==> config.mk <==
export PLATFORM = sky130hd
export DESIGN_NAME = flash_cmd_decoder
export DESIGN_NICKNAME = d
export VERILOG_FILES = /design/src/rtl/flash_cmd_decoder.sv
export SDC_FILE = /design/constraint.sdc
export NUM_CORES = 1
export LEC_CHECK = 0
export ABC_AREA = 1
export CAP_MARGIN = 10
export CORE_MARGIN = 2
export CORE_UTILIZATION = 45
export DETAILED_ROUTE_END_ITERATION = 8
export PLACE_DENSITY = 0.76
export REMOVE_ABC_BUFFERS = 1
export SLEW_MARGIN = 0
export SYNTH_ARGS = -nofsm -noshare
export SYNTH_HDL_FRONTEND = slang
export SYNTH_SLANG_ARGS = --single-unit
==> constraint.sdc <==
create_clock -name clk -period 1.6 [get_ports clk]
set_input_delay 0.4 -clock clk [delete_from_list [all_inputs] [get_ports clk]]
set_output_delay 0.4 -clock clk [all_outputs]
set_load 0.005 [all_outputs]
==> src/rtl/flash_cmd_decoder.sv <==
module flash_cmd_decoder #(
  parameter int AW       = 21,
  parameter int SECT_W   = 12,
  parameter int BLK_W    = 16,
  parameter int CMD_AW   = 12,
  parameter bit BOOT_TOP = 1'b1
) (
  input  logic          clk,
  input  logic          rst,
  input  logic          wr_en,
  input  logic [AW-1:0] wr_addr,
  input  logic [7:0]    wr_data,
  input  logic          wp_n,
  input  logic          op_done,
  output logic          prog_start,
  output logic          erase_start,
  output logic [1:0]    erase_kind,
  output logic [AW-1:0] op_addr,
  output logic [7:0]    op_data,
  output logic          suspend_req,
  output logic          resume_req,
  output logic [2:0]    mode
);
  localparam int BN_W = AW - BLK_W;
  localparam logic [CMD_AW-1:0] A_HI = CMD_AW'('hAAA);
  localparam logic [CMD_AW-1:0] A_LO = CMD_AW'('h555);
  localparam logic [BN_W-1:0] BOOT_BLK = BOOT_TOP ? {BN_W{1'b1}} : {BN_W{1'b0}};

  typedef enum logic [2:0] {SQ_IDLE, SQ_U1, SQ_U2, SQ_PA, SQ_E1, SQ_E2, SQ_E3} seq_t;
  typedef enum logic [2:0] {OP_NONE, OP_PROG, OP_ERASE, OP_CHIP, OP_SUSP, OP_SPROG} op_t;

  seq_t          seq;
  op_t           op;
  logic [1:0]    rmode;
  logic [AW-1:0] susp_addr;
  logic          susp_blk;

  wire at_hi     = wr_addr[CMD_AW-1:0] == A_HI;
  wire at_lo     = wr_addr[CMD_AW-1:0] == A_LO;
  wire busy      = (op == OP_PROG) || (op == OP_ERASE) || (op == OP_CHIP) || (op == OP_SPROG);
  wire suspended = op == OP_SUSP;
  wire locked    = !wp_n && (wr_addr[AW-1:BLK_W] == BOOT_BLK);
  wire hits_susp = susp_blk ? (wr_addr[AW-1:BLK_W] == susp_addr[AW-1:BLK_W])
                            : (wr_addr[AW-1:SECT_W] == susp_addr[AW-1:SECT_W]);

  assign mode = busy ? 3'd3 : suspended ? 3'd4 : {1'b0, rmode};

  always_ff @(posedge clk) begin
    if (rst) begin
      seq <= SQ_IDLE;
      op <= OP_NONE;
      rmode <= 2'd0;
      susp_addr <= '0;
      susp_blk <= 1'b0;
      prog_start <= 1'b0;
      erase_start <= 1'b0;
      erase_kind <= 2'd0;
      op_addr <= '0;
      op_data <= 8'h00;
      suspend_req <= 1'b0;
      resume_req <= 1'b0;
    end else begin
      prog_start <= 1'b0;
      erase_start <= 1'b0;
      suspend_req <= 1'b0;
      resume_req <= 1'b0;
      if (op_done) begin
        case (op)
          OP_PROG, OP_ERASE, OP_CHIP: op <= OP_NONE;
          OP_SPROG:                   op <= OP_SUSP;
          default:                    ;
        endcase
      end
      if (wr_en) begin
        if (busy) begin
          if (op == OP_ERASE && wr_data == 8'hB0 && !op_done) begin
            op <= OP_SUSP;
            suspend_req <= 1'b1;
          end
        end else begin
          seq <= SQ_IDLE;
          case (seq)
            SQ_IDLE: begin
              if (at_hi && wr_data == 8'hAA) seq <= SQ_U1;
              else if (suspended && wr_data == 8'h30) begin
                op <= OP_ERASE;
                resume_req <= 1'b1;
              end else rmode <= 2'd0;
            end
            SQ_U1: begin
              if (at_lo && wr_data == 8'h55) seq <= SQ_U2;
              else rmode <= 2'd0;
            end
            SQ_U2: begin
              if (!at_hi) rmode <= 2'd0;
              else case (wr_data)
                8'hA0: seq <= SQ_PA;
                8'h80: if (!suspended) seq <= SQ_E1; else rmode <= 2'd0;
                8'h98: rmode <= suspended ? 2'd0 : 2'd1;
                8'h88: rmode <= suspended ? 2'd0 : 2'd2;
                default: rmode <= 2'd0;
              endcase
            end
            SQ_PA: begin
              if (!locked && !(suspended && hits_susp)) begin
                prog_start <= 1'b1;
                op_addr <= wr_addr;
                op_data <= wr_data;
                op <= suspended ? OP_SPROG : OP_PROG;
              end
            end
            SQ_E1: begin
              if (at_hi && wr_data == 8'hAA) seq <= SQ_E2;
              else rmode <= 2'd0;
            end
            SQ_E2: begin
              if (at_lo && wr_data == 8'h55) seq <= SQ_E3;
              else rmode <= 2'd0;
            end
            SQ_E3: begin
              if (wr_data == 8'h50 || wr_data == 8'h30) begin
                if (!locked) begin
                  erase_start <= 1'b1;
                  erase_kind <= (wr_data == 8'h30) ? 2'd1 : 2'd0;
                  op_addr <= wr_addr;
                  susp_addr <= wr_addr;
                  susp_blk <= wr_data == 8'h30;
                  op <= OP_ERASE;
                end
              end else if (wr_data == 8'h10 && at_hi) begin
                if (wp_n) begin
                  erase_start <= 1'b1;
                  erase_kind <= 2'd2;
                  op_addr <= '0;
                  op <= OP_CHIP;
                end
              end else rmode <= 2'd0;
            end
            default: rmode <= 2'd0;
          endcase
        end
      end
    end
  end

  a_r12_one_pulse: assert property (@(posedge clk) disable iff (rst)
    $onehot0({prog_start, erase_start, suspend_req, resume_req}));
  a_r12_start_busy: assert property (@(posedge clk) disable iff (rst)
    (prog_start || erase_start) |-> mode == 3'd3);
  a_r6_busy_drops: assert property (@(posedge clk) disable iff (rst)
    (busy && !op_done) |=> !prog_start && !erase_start && !resume_req);
  a_r8_chip_wp: assert property (@(posedge clk) disable iff (rst)
    (erase_start && erase_kind == 2'd2) |-> $past(wp_n));
  a_r7_boot_prog: assert property (@(posedge clk) disable iff (rst)
    (prog_start || (erase_start && erase_kind != 2'd2)) |->
      ($past(wp_n) || op_addr[AW-1:BLK_W] != BOOT_BLK));
  a_r9_susp_mode: assert property (@(posedge clk) disable iff (rst)
    suspend_req |-> mode == 3'd4);
  a_r10_resume: assert property (@(posedge clk) disable iff (rst)
    resume_req |-> (mode == 3'd3 && $past(mode) == 3'd4));
  a_r10_mode_range: assert property (@(posedge clk) disable iff (rst)
    mode <= 3'd4);
endmodule

==> flow_metrics.tcl <==
set metrics [dict create \
    dp_hpwl_mm 6.534 \
    dieWidth_microns 86.81 \
    setup_slack_ps -171.0 \
    p_switching_uw 796.5 \
    cp.arrival_ps 1990 \
    yosysWarnings 0 \
    worstPathRequired_ps 1820 \
    ant_nets 0 \
    rsz0062_at_grt "yes" \
    rrSetupSlack_ps -170 \
    p_leak_uw 0.002495 \
    hold_violations 0 \
    via_per_inst 5.639 \
    dp_slack_ps -604.8 \
    drt-total-wl_mm 12.48 \
    outcome "complete, but fails checks" \
    placeableCoreArea_sq_mm 0.006719 \
    antenna_found_initial 0 \
    synth_commonest_cells "133 x nand2_1, 74 x nor2_1, 53 x dfxtp_1, 47 x a21oi_1, 45 x inv_1" \
    drc 0 \
    finalCriticalPeriod_ps 1771 \
    drt_iter0_drc 360 \
    maxSlewHeadroom 0.8322 \
    area.growth.synth_to_final_pct 76.56 \
    fin_tns_setup_ps -4136 \
    clockBufferDepth 2 \
    comb_power_share 0.182 \
    place_congestion 0.9030 \
    cts_tree "done" \
    start_util 0.4592 \
    synth_top_area_frac 0.3439 \
    crit_end "rmode[0]" \
    cap_violations 0 \
    violations "negative setup slack" \
    syn_area_sq_mm 0.003085 \
    crit_fanout 4 \
    async_flop_share 0 \
    ys_seq_elements 53 \
    postSynthAreaPerCell_sq_um 6.565 \
    critPathKind "input port to register" \
    cp-start-kind "input port" \
    num_antenna_cells 0 \
    clockRootBuffer "clkbuf_8" \
    clock_power_share 0.374 \
    hp-class "input port to register" \
    setup_violations 41 \
    yosysTopAreaCell "dfxtp_1" \
    ctsHoldBuffers 0 \
    tightest_slew_ps 249.0 \
    synth.most_common_cell "nand2_1" \
    slew_violations 0 \
    fin_worst_skew_ps 14.22 \
    grt_overflow 0 \
    die_h_microns 86.81 \
    ios 72 \
    critPathLaunch "wr_data[3]" \
    path_clk_slew_ps 90 \
    crit_path_end_kind "register" \
    detail_route.wl_per_cell_microns 17.14 \
    grt_pass1_wl_mm 16.82 \
    reg2reg_depth 13 \
    whs_ps 368.1 \
    syn_inst 470 \
    htree_num_levels 2 \
    finalNetCount 681 \
    cellPowerDensity_mw_per_mm2 547.2 \
    fp.dieArea_sq_mm 0.007535 \
    seq_area_frac_synth 0.3439 \
    numCtsBuffers 5 \
    grt_max_degree 35 \
    clock-sinks 53 \
    first_pass_iters 5 \
    reg2reg_from "op[0]" \
    port_buffers 71 \
    grt_pass1_vias 3653 \
    intPower_uw 2184 \
    drive_above_1_share 0.4722 \
    synth.distinct_cells 30 \
    fin_crit_sh 1.107 \
    synth_edf_count 0 \
    rows 30 \
    swShare 0.2672 \
    r2r_end "op_addr[8]" \
    seqPwrFrac 0.444 \
    grt_usage 0.2760 \
    via_count 4105 \
    synth_flop_cell "dfxtp_1" \
    ir_drop_mv 0.3558 \
    fmax_mhz 564.7 \
    synthTopCellsByArea "dfxtp_1 34%, nand2_1 16%, nor2_1 9.0%" \
    clock_latency_ps 330 \
]
[cell type report]
cell class / instances / area (sq um)
Fill cell: 402 / 1271
Clock inverter: 3 / 65.06
Multi-Input combinational cell: 346 / 2115
Tap cell: 80 / 100.1
Timing Repair Buffer: 187 / 1788
Clock buffer: 5 / 68.82
Sequential cell: 53 / 1094
Inverter: 54 / 217.7
[worst min path at each step]
stage	start	to	cells after the start
CTS	op_data[0]	op_data[0]	2
finish	wr_data[4]	op_data[4]	3
global placement	susp_blk	susp_blk	2
global route	wr_data[6]	op_data[6]	3
detailed placement	op_data[0]	op_data[0]	2
floorplan	susp_blk	susp_blk	2
[through the flow]
step	cell area [sq um]	power, uW	std cells	utilization
floorplan	2950	1515	453	-
global placement	4459	1791	687	0.6637
detailed placement	4459	1798	687	0.6637
CTS	5014	2867	714	0.7462
global route	5448	3039	728	0.8108
finish	5448	2981	728	0.8108
[repair_timing]
item,in CTS,in global routing
endpoints found under the setup margin,57,70
pin swaps,21,33
buffers inserted,14,15
hold endpoints to repair,0,0
resized for setup,118,119
gates cloned,5,0
[cell families after synthesis]
| family | share of synthesized area |
|---|---|
| xor+xnor | 0.005678 |
| flops | 0.3439 |
| simple gates | 0.4246 |
| buf+inv | 0.1095 |
| compound gates | 0.1164 |
[routing by layer]
metal	global-route usage	routed length [microns]
met5	0	0
met4	0.08239	486
met3	0.04762	812
met2	0.5010	6355
met1	0.3294	4825
[critical path, cell delays in order]
cell           delay [ps]
dlygate4sd2_1         260
nor2_2                120
nand2_2               110
buf_4                 150
nor2_1                190
nand3_1               170
nand2_1               100
inv_1                  50
nand2_1                80
nor2_2                 60
nand2_2               110
nand2_1                80
nand2_1                70
nor2_1                 50
[power by group through the flow]
stage | Clock (uW) | Combinational, uW | Sequential (uW)
global placement | 0 | 436 | 1360
detailed placement | 0 | 442 | 1360
finish | 1110 | 542 | 1320
CTS | 1090 | 454 | 1330
global route | 1140 | 575 | 1330
floorplan | 0 | 160 | 1360
[layout by cell type, fill, tap and decap left out, drive strengths merged]
| cell type | count |
|---|---|
| bufinv | 2 |
| nand3b | 1 |
| dfxtp | 53 |
| clkdlybuf4s15 | 11 |
| dlygate4sd2 | 17 |
| o211ai | 1 |
| xnor2 | 1 |
| buf | 118 |
| a31oi | 2 |
| a21oi | 47 |
| clkinv | 3 |
| a21boi | 1 |
| o21bai | 1 |
| nand3 | 40 |
| a211oi | 2 |
| dlymetal6s2s | 6 |
| a41oi | 1 |
| inv | 52 |
| nand2 | 144 |
| nor2 | 78 |
| nand4 | 5 |
| clkdlybuf4s50 | 31 |
| clkbuf | 9 |
| nor3 | 8 |
| o21ai | 13 |
| xor2 | 1 |
[state kept, by name, indices dropped and copies added, names as in the netlist]
name         count
suspend_req      1
resume_req       1
susp_blk         1
op               3
rmode            2
op_addr         21
op_data          8
seq              3
susp_addr        9
prog_start       1
erase_start      1
erase_kind       2
No activity file was read; power rests on OpenSTA's default activity.
